--- src/rtl/cbs_pkg.sv ---
package cbs_pkg;

  localparam int unsigned STRAP_W = 5;
  localparam int unsigned LANE_W  = 8;

  typedef struct packed {
    logic hold;
    logic par_even;
    logic par_ignore;
    logic rw_inv;
    logic ack_high;
  } strap_t;

  typedef enum logic [1:0] {
    ST_IDLE = 2'd0,
    ST_DATA = 2'd1,
    ST_ACK  = 2'd2,
    ST_NEG  = 2'd3
  } bus_st_e;

  function automatic logic lane_parity(input logic [LANE_W-1:0] b, input logic even);
    logic x;
    x = ^b;
    return even ? x : ~x;
  endfunction

  function automatic logic dir_is_read(input logic rw, input logic rw_inv);
    return rw_inv ? ~rw : rw;
  endfunction

endpackage

--- src/rtl/cbs_strap_latch.sv ---
module cbs_strap_latch #(
  parameter int unsigned GPIO_W = 5
) (
  input  logic              clk,
  input  logic              rst_n,
  input  logic [GPIO_W-1:0] pins_i,
  output cbs_pkg::strap_t   strap_o
);
  import cbs_pkg::*;

  strap_t strap_q;

  always_ff @(posedge clk) begin
    if (!rst_n) begin
      strap_q <= strap_t'(pins_i[STRAP_W-1:0]);
    end
  end

  assign strap_o = strap_q;

endmodule

--- src/rtl/cbs_lane_parity.sv ---
module cbs_lane_parity #(
  parameter int unsigned DATA_W = 32
) (
  input  logic [DATA_W-1:0]                   data_i,
  input  logic                                even_i,
  output logic [DATA_W/cbs_pkg::LANE_W-1:0]   par_o
);
  import cbs_pkg::*;

  localparam int unsigned NLANE = DATA_W / LANE_W;

  for (genvar g = 0; g < NLANE; g++) begin : g_lane
    assign par_o[g] = lane_parity(data_i[g*LANE_W +: LANE_W], even_i);
  end

endmodule

--- src/rtl/cbs_bus_fsm.sv ---
module cbs_bus_fsm #(
  parameter int unsigned ADDR_W = 4
) (
  input  logic              clk,
  input  logic              rst_n,
  input  logic              ack_high_i,
  input  logic              rw_inv_i,
  input  logic              hold_i,
  input  logic              cs_n_i,
  input  logic              as_n_i,
  input  logic [ADDR_W-1:0] addr_i,
  input  logic              rw_i,
  output logic              acc_fire_o,
  output logic              acc_read_o,
  output logic [ADDR_W-1:0] acc_addr_o,
  output logic              ack_active_o,
  output logic              neg_phase_o,
  output logic              ack_o,
  output logic              ack_oe_o,
  output logic              rdata_oe_o
);
  import cbs_pkg::*;

  bus_st_e           st_q;
  logic              rd_q;
  logic [ADDR_W-1:0] addr_q;
  logic              start;

  assign start = !cs_n_i && !as_n_i;

  always_ff @(posedge clk or negedge rst_n) begin
    if (!rst_n) begin
      st_q   <= ST_IDLE;
      rd_q   <= 1'b0;
      addr_q <= '0;
    end else begin
      unique case (st_q)
        ST_IDLE: if (start) st_q <= ST_DATA;
        ST_DATA: st_q <= ST_ACK;
        ST_ACK: begin
          if (start)       st_q <= ST_DATA;
          else if (!hold_i) st_q <= ST_NEG;
          else if (cs_n_i)  st_q <= ST_IDLE;
        end
        ST_NEG: st_q <= start ? ST_DATA : ST_IDLE;
        default: st_q <= ST_IDLE;
      endcase
      if (start && st_q != ST_DATA) begin
        rd_q   <= dir_is_read(rw_i, rw_inv_i);
        addr_q <= addr_i;
      end
    end
  end

  assign acc_fire_o   = (st_q == ST_DATA);
  assign acc_read_o   = rd_q;
  assign acc_addr_o   = addr_q;
  assign ack_active_o = (st_q == ST_ACK);
  assign neg_phase_o  = (st_q == ST_NEG);
  assign ack_oe_o     = ack_active_o || neg_phase_o;
  assign ack_o        = ack_active_o ? ack_high_i : ~ack_high_i;
  assign rdata_oe_o   = ack_active_o && rd_q;

endmodule

--- src/rtl/cbs_regfile.sv ---
module cbs_regfile #(
  parameter int unsigned ADDR_W  = 4,
  parameter int unsigned DATA_W  = 32,
  parameter int unsigned GPIO_W  = 5,
  parameter int unsigned STRAP_W = 5
) (
  input  logic               clk,
  input  logic               rst_n,
  input  logic               wr_en_i,
  input  logic               rd_en_i,
  input  logic [ADDR_W-1:0]  addr_i,
  input  logic [DATA_W-1:0]  wdata_i,
  input  logic               par_err_i,
  input  logic [STRAP_W-1:0] straps_i,
  input  logic [GPIO_W-1:0]  gpio_in_i,
  output logic [DATA_W-1:0]  rdata_o,
  output logic               sticky_o,
  output logic [GPIO_W-1:0]  gpio_out_o,
  output logic [GPIO_W-1:0]  gpio_oe_o
);
  localparam int unsigned DEPTH      = 1 << ADDR_W;
  localparam int unsigned STORE_N    = DEPTH - 1;
  localparam int unsigned STATUS_IDX = DEPTH - 1;
  localparam int unsigned GPIO_IDX   = DEPTH - 2;
  localparam int unsigned OE_LSB     = 8;
  localparam int unsigned STRAP_LSB  = 8;
  localparam int unsigned PIN_LSB    = 16;

  logic [DATA_W-1:0] mem_q [STORE_N];
  logic [DATA_W-1:0] rd_mux;
  logic [DATA_W-1:0] rdata_q;
  logic              sticky_q;
  logic              hit_status;

  function automatic logic [DATA_W-1:0] status_word(
    input logic [STRAP_W-1:0] s, input logic [GPIO_W-1:0] p, input logic e);
    logic [DATA_W-1:0] w;
    w = '0;
    w[0] = e;
    w[STRAP_LSB +: STRAP_W] = s;
    w[PIN_LSB +: GPIO_W] = p;
    return w;
  endfunction

  assign hit_status = (addr_i == ADDR_W'(STATUS_IDX));

  always_comb begin
    rd_mux = status_word(straps_i, gpio_in_i, sticky_q);
    for (int i = 0; i < STORE_N; i++) begin
      if (addr_i == ADDR_W'(i)) rd_mux = mem_q[i];
    end
  end

  always_ff @(posedge clk or negedge rst_n) begin
    if (!rst_n) begin
      for (int i = 0; i < STORE_N; i++) mem_q[i] <= '0;
      sticky_q <= 1'b0;
      rdata_q  <= '0;
    end else begin
      for (int i = 0; i < STORE_N; i++) begin
        if (wr_en_i && addr_i == ADDR_W'(i)) mem_q[i] <= wdata_i;
      end
      if (par_err_i)                 sticky_q <= 1'b1;
      else if (wr_en_i && hit_status) sticky_q <= 1'b0;
      if (rd_en_i) rdata_q <= rd_mux;
    end
  end

  assign rdata_o    = rdata_q;
  assign sticky_o   = sticky_q;
  assign gpio_out_o = mem_q[GPIO_IDX][GPIO_W-1:0];
  assign gpio_oe_o  = mem_q[GPIO_IDX][OE_LSB +: GPIO_W];

endmodule

--- src/rtl/cbs_cpu_slave.sv ---
module cbs_cpu_slave #(
  parameter int unsigned ADDR_W = 4,
  parameter int unsigned DATA_W = 32,
  parameter int unsigned GPIO_W = 5
) (
  input  logic                               clk,
  input  logic                               rst_n,
  input  logic                               bus_cs_n,
  input  logic                               bus_as_n,
  input  logic [ADDR_W-1:0]                  bus_addr,
  input  logic                               bus_rw,
  input  logic [DATA_W-1:0]                  bus_wdata,
  input  logic [DATA_W/cbs_pkg::LANE_W-1:0]  bus_wpar,
  output logic [DATA_W-1:0]                  bus_rdata,
  output logic [DATA_W/cbs_pkg::LANE_W-1:0]  bus_rpar,
  output logic                               bus_rdata_oe,
  output logic                               bus_ack,
  output logic                               bus_ack_oe,
  input  logic [GPIO_W-1:0]                  pin_in,
  output logic [GPIO_W-1:0]                  pin_out,
  output logic [GPIO_W-1:0]                  pin_oe
);
  import cbs_pkg::*;

  localparam int unsigned NLANE = DATA_W / LANE_W;

  strap_t              strap_q;
  logic [STRAP_W-1:0]  strap_bits;
  logic                acc_fire;
  logic                acc_read;
  logic [ADDR_W-1:0]   acc_addr;
  logic                ack_active;
  logic                neg_phase;
  logic [NLANE-1:0]    wpar_exp;
  logic                par_bad;
  logic                par_err_evt;
  logic                wr_commit;
  logic                par_sticky;

  cbs_strap_latch #(.GPIO_W(GPIO_W)) u_strap (
    .clk(clk), .rst_n(rst_n), .pins_i(pin_in), .strap_o(strap_q)
  );

  assign strap_bits = strap_q;

  cbs_bus_fsm #(.ADDR_W(ADDR_W)) u_fsm (
    .clk(clk), .rst_n(rst_n),
    .ack_high_i(strap_q.ack_high), .rw_inv_i(strap_q.rw_inv), .hold_i(strap_q.hold),
    .cs_n_i(bus_cs_n), .as_n_i(bus_as_n), .addr_i(bus_addr), .rw_i(bus_rw),
    .acc_fire_o(acc_fire), .acc_read_o(acc_read), .acc_addr_o(acc_addr),
    .ack_active_o(ack_active), .neg_phase_o(neg_phase),
    .ack_o(bus_ack), .ack_oe_o(bus_ack_oe), .rdata_oe_o(bus_rdata_oe)
  );

  cbs_lane_parity #(.DATA_W(DATA_W)) u_wpar (
    .data_i(bus_wdata), .even_i(strap_q.par_even), .par_o(wpar_exp)
  );

  assign par_bad     = |(wpar_exp ^ bus_wpar);
  assign par_err_evt = acc_fire && !acc_read && !strap_q.par_ignore && par_bad;
  assign wr_commit   = acc_fire && !acc_read && !par_err_evt;

  cbs_regfile #(.ADDR_W(ADDR_W), .DATA_W(DATA_W), .GPIO_W(GPIO_W), .STRAP_W(STRAP_W)) u_rf (
    .clk(clk), .rst_n(rst_n),
    .wr_en_i(wr_commit), .rd_en_i(acc_fire && acc_read), .addr_i(acc_addr),
    .wdata_i(bus_wdata), .par_err_i(par_err_evt), .straps_i(strap_bits),
    .gpio_in_i(pin_in), .rdata_o(bus_rdata), .sticky_o(par_sticky),
    .gpio_out_o(pin_out), .gpio_oe_o(pin_oe)
  );

  cbs_lane_parity #(.DATA_W(DATA_W)) u_rpar (
    .data_i(bus_rdata), .even_i(strap_q.par_even), .par_o(bus_rpar)
  );

endmodule

--- config.mk ---
export PLATFORM = sky130hd
export DESIGN_NAME = cbs_cpu_slave
export DESIGN_NICKNAME = d
export VERILOG_FILES = /design/src/rtl/cbs_pkg.sv /design/src/rtl/cbs_strap_latch.sv /design/src/rtl/cbs_lane_parity.sv /design/src/rtl/cbs_bus_fsm.sv /design/src/rtl/cbs_regfile.sv /design/src/rtl/cbs_cpu_slave.sv
export SDC_FILE = /design/constraint.sdc
export NUM_CORES = 1
export LEC_CHECK = 0
export ABC_AREA = 1
export ABC_CLOCK_PERIOD_IN_PS = 3400
export CORE_MARGIN = 2
export CORE_UTILIZATION = 45
export DETAILED_ROUTE_END_ITERATION = 6
export PLACE_DENSITY = 0.64
export SLEW_MARGIN = 25
export SYNTH_ARGS = -nofsm -noshare
export SYNTH_HDL_FRONTEND = slang
export SYNTH_SLANG_ARGS = --single-unit
--- constraint.sdc ---
create_clock -name clk -period 3.4 [get_ports clk]
set_clock_uncertainty 0.05 [all_clocks]
set_input_delay 1.02 -clock clk [delete_from_list [all_inputs] [get_ports clk]]
set_output_delay 1.02 -clock clk [all_outputs]
set_load 0.02 [all_outputs]
==> impl_metrics.env <==
export IMPL_status="finished, final reports clean"
export IMPL_cts_tree="yes"
export IMPL_max_cap_violations=0
export IMPL_numCtsBuffers=55
export IMPL_syn_avg_cell_area_um2=9.40
export IMPL_row_count=85
export IMPL_clock_path_buffers=3
export IMPL_routed_wirelength_mm=62.1
export IMPL_synth_seq_area_share_pct=53.9
export IMPL_critPathArrivalTime_ps=3670
export IMPL_gp_congestion=0.843
export IMPL_post_route_min_period_ps=3230
export IMPL_cp_top_family="buffers and inverters"
export IMPL_antenna_cells=0
export IMPL_cts_root_buf="clkbuf_16"
export IMPL_grt_antenna_before_repair=0
export IMPL_critical_path_depth=12
export IMPL_rsz0062_at_grt="no"
export IMPL_cpMaxStageDelayCell="clkdlybuf4s50_1"
export IMPL_synth_top_area_share_pct=53.3
export IMPL_critPathRequiredTime_ps=3850
export IMPL_path_class="in2reg"
export IMPL_avgRoutedWirePerCell_um=18.0
export IMPL_cts_num_sinks=525
export IMPL_drt_iter0_markers=1254
export IMPL_avgViaCountPerCell=5.27
export IMPL_path_cells="clkdlybuf4s50_1 -> xor2_1 -> xnor2_1 -> xnor2_1 -> xor2_1 -> nand3_1 -> nand3_1 -> nand2_2 -> buf_12 -> nor2_4 -> buf_12 -> mux2_2"
export IMPL_die_w_um=237
export IMPL_postSynthCellCount=2599
export IMPL_critPathBufInv=3
export IMPL_grt_ovfl_total=0
export IMPL_ant_nets=0
export IMPL_p_total_w=0.0259
export IMPL_yosys_warnings=0
export IMPL_hold_path_class="in2async"
export IMPL_dieHeight_um=237
export IMPL_grt_pass1_wl_mm=101
export IMPL_die_area_mm2=0.0562
export IMPL_hold_violations=0
export IMPL_whs_ps=286
export IMPL_initial_utilization_pct=45.5
export IMPL_ios=99
export IMPL_layout_nets=2756
export IMPL_cp_start_kind="input pin"
export IMPL_setup_viol=0
export IMPL_grt_usage_pct=22.7
export IMPL_p_per_area_mw_per_mm2=898
export IMPL_cpPeakStageDelay_ps=610
export IMPL_critPathCaptureType="register"
export IMPL_drive_above_1_share_pct=18.8
export IMPL_setup_tns_ps=0
export IMPL_drc=0
export IMPL_final_setup_worst_slack_ps=174
export IMPL_grt_pass1_vias=18900
export IMPL_core_area_mm2=0.0537
export IMPL_insertion_delay_ps=630
export IMPL_post_place_ws_ps=-986
export IMPL_synth_seq_cells=525
export IMPL_synth_area_leaders="dfrtp_1, mux2_2, nand2_1"
export IMPL_htreeDepth=2
export IMPL_design_area_mm2=0.0288
export IMPL_grt_max_degree=118
export IMPL_placed_cell_area_mm2=0.0269
export IMPL_firstDrtPassIters=5
export IMPL_fin_crit_sh_pct=94.9
export IMPL_clk_transition_reported_paths_ps=60
export IMPL_yosys_area_top_type="dfrtp_1"
export IMPL_cp_max_fo=21
export IMPL_rr_worst_depth=18
export IMPL_max_vdd_ir_drop_v=0.000485
export IMPL_area_growth_pct=18.0
export IMPL_dr_total_vias=18200
export IMPL_syn_cell_area_mm2=0.0244
export IMPL_synth_cell_types=33
export IMPL_n_fill_cell=4708
export IMPL_tightest_slew_ps=928
export IMPL_max_clock_freq_ghz=0.310
export IMPL_slew_viol_final=0
export IMPL_hpwl_mm=43.8
export IMPL_maxSlewHeadroom_pct=38.0
export IMPL_port_buffers=98
export IMPL_p_leak_nw=13.6
export IMPL_synthesis_nets=2649
-- registers in the layout, indices dropped and copies added (netlist names) --
name	cells
u_rf.mem_q	470
u_rf.rdata_o	32
u_rf.gpio_oe_o	5
u_rf.gpio_out_o	5
u_strap.strap_o	5
u_fsm.acc_addr_o	4
u_fsm.st_q	2
u_fsm.acc_read_o	1
u_rf.sticky_o	1
-- cells by family (layout without fill, tap and decap cells) --
group | Yosys count | after routing | synth area share [%]
buffers and inverters | 473 | 625 | 7.89
flip-flops | 525 | 525 | 53.9
AND/OR/NAND/NOR | 789 | 789 | 13.0
XOR/XNOR | 70 | 70 | 2.51
AO/OA/AOI/OAI | 470 | 470 | 10.2
multiplexers | 272 | 272 | 12.5
-- worst paths after layout --
path                                      from               end  slack (ps)
max                              bus_wdata[10]   u_rf.mem_q[303]         170
min                                      rst_n    u_rf.mem_q[14]         290
max reg2reg                u_fsm.acc_addr_o[2]  u_rf.rdata_o[17]         480
max in group asynchronous                rst_n   u_rf.mem_q[136]        1920
min reg2reg                    u_rf.mem_q[193]   u_rf.mem_q[193]         440
min in group clk               u_rf.mem_q[193]   u_rf.mem_q[193]         440
-- report_power, final --
part	switching, W	internal, W	leakage, nW	total [W]
logic	0.00567	0.00396	6.30	0.00963
clock network	0.00255	0.00363	0.919	0.00618
registers	0.00118	0.00889	6.40	0.0101
total	0.00940	0.0165	13.6	0.0259
-- area by class of cell --
class	instances	area [µm²]	area share [%]
clock buffer	78	1580	5.49
clock inverter	24	299	1.04
inverter	295	1110	3.84
multi-input combinational	1601	9480	32.9
sequential	525	13200	45.6
tap	696	871	3.02
timing repair buffer	228	2330	8.09
-- layer usage --
| metal | vias up | track usage [%] | routed length (µm) |
|---|---|---|---|
| li1 | 8620 | - | - |
| met1 | 9070 | 28.1 | 26000 |
| met5 | - | 0 | 0 |
| met2 | 343 | 40.5 | 32100 |
| met3 | 125 | 2.65 | 1900 |
| met4 | 0 | 9.05 | 2200 |
-- per-stage QoR --
stage	util, %	cells
after global routing	53.7	3447
after global placement	50.1	3345
after floorplan	-	2599
after detailed placement	50.1	3345
after CTS	53.7	3447
final	53.7	3447
-- worst register-to-register path, stage by stage, from the launching register on --
cell,delay [ps]
dfrtp_1,450
nor2_1,330
nand3_1,430
nand3_1,250
nand3_1,90
nand3_1,90
nand3_1,80
nand2_1,110
nand2_1,70
nand2_1,60
nand2_1,60
nand3_1,70
nand3_1,110
nand2_1,90
nand2_1,50
nand2_1,120
nand2_1,80
a21oi_1,150
nor2_1,60
-- synth_stat cells --
| cell type | n |
|---|---|
| o2111ai_1 | 20 |
| o311ai_0 | 1 |
| nand2_1 | 604 |
| nor3_1 | 1 |
| xnor2_1 | 40 |
| nor2_2 | 5 |
| o22ai_1 | 25 |
| buf_6 | 1 |
| nor2_4 | 4 |
| xor2_1 | 30 |
| o211ai_1 | 5 |
| mux2_1 | 9 |
| inv_1 | 294 |
| buf_4 | 28 |
| dfrtp_1 | 520 |
| clkinv_1 | 1 |
| clkbuf_1 | 116 |
| nand2_2 | 1 |
| mux2_2 | 263 |
| nand4_1 | 21 |
| nor4_1 | 3 |
| o21ai_1 | 11 |
| a221oi_1 | 1 |
| edfxtp_1 | 5 |
| o21bai_1 | 2 |
| o21ai_0 | 309 |
| buf_1 | 2 |
| o221ai_1 | 4 |
| a21oi_1 | 92 |
| nor2_1 | 68 |
| buf_2 | 31 |
| or2_2 | 1 |
| nand3_1 | 81 |
-- what timing repair did --
| action | in CTS | in global routing |
|---|---|---|
| gates resized for setup | 11 | 4 |
| pin swaps | 1 | 1 |
| buffers inserted | 0 | 0 |
| setup endpoints to repair | 475 | 150 |
| hold buffers | 0 | 0 |
-- cells in the final DEF (no fill, tap or decap), types with 2 or more instances in the layout --
cell	count
clkinvlp_4	4
inv_1	294
buf_12	29
clkdlybuf4s50_1	89
nor2_1	50
nand3_1	80
clkbuf_16	55
dlygate4sd2_1	6
buf_4	98
dlymetal6s2s_1	2
clkbuf_1	11
dfrtp_1	520
nor4_1	3
nand4_1	21
xnor2_1	40
edfxtp_1	5
o21ai_1	11
o21ai_0	309
o21bai_1	2
o211ai_1	5
nor2_2	12
mux2_2	263
o2111ai_1	20
clkbuf_8	12
nand2_1	604
bufinv_16	5
o221ai_1	4
nor2_4	15
xor2_1	28
mux2_1	9
a21oi_1	92
o22ai_1	25
clkinv_2	11
inv_6	2
buf_6	3
No activity file was read; power rests on OpenSTA's default activity.
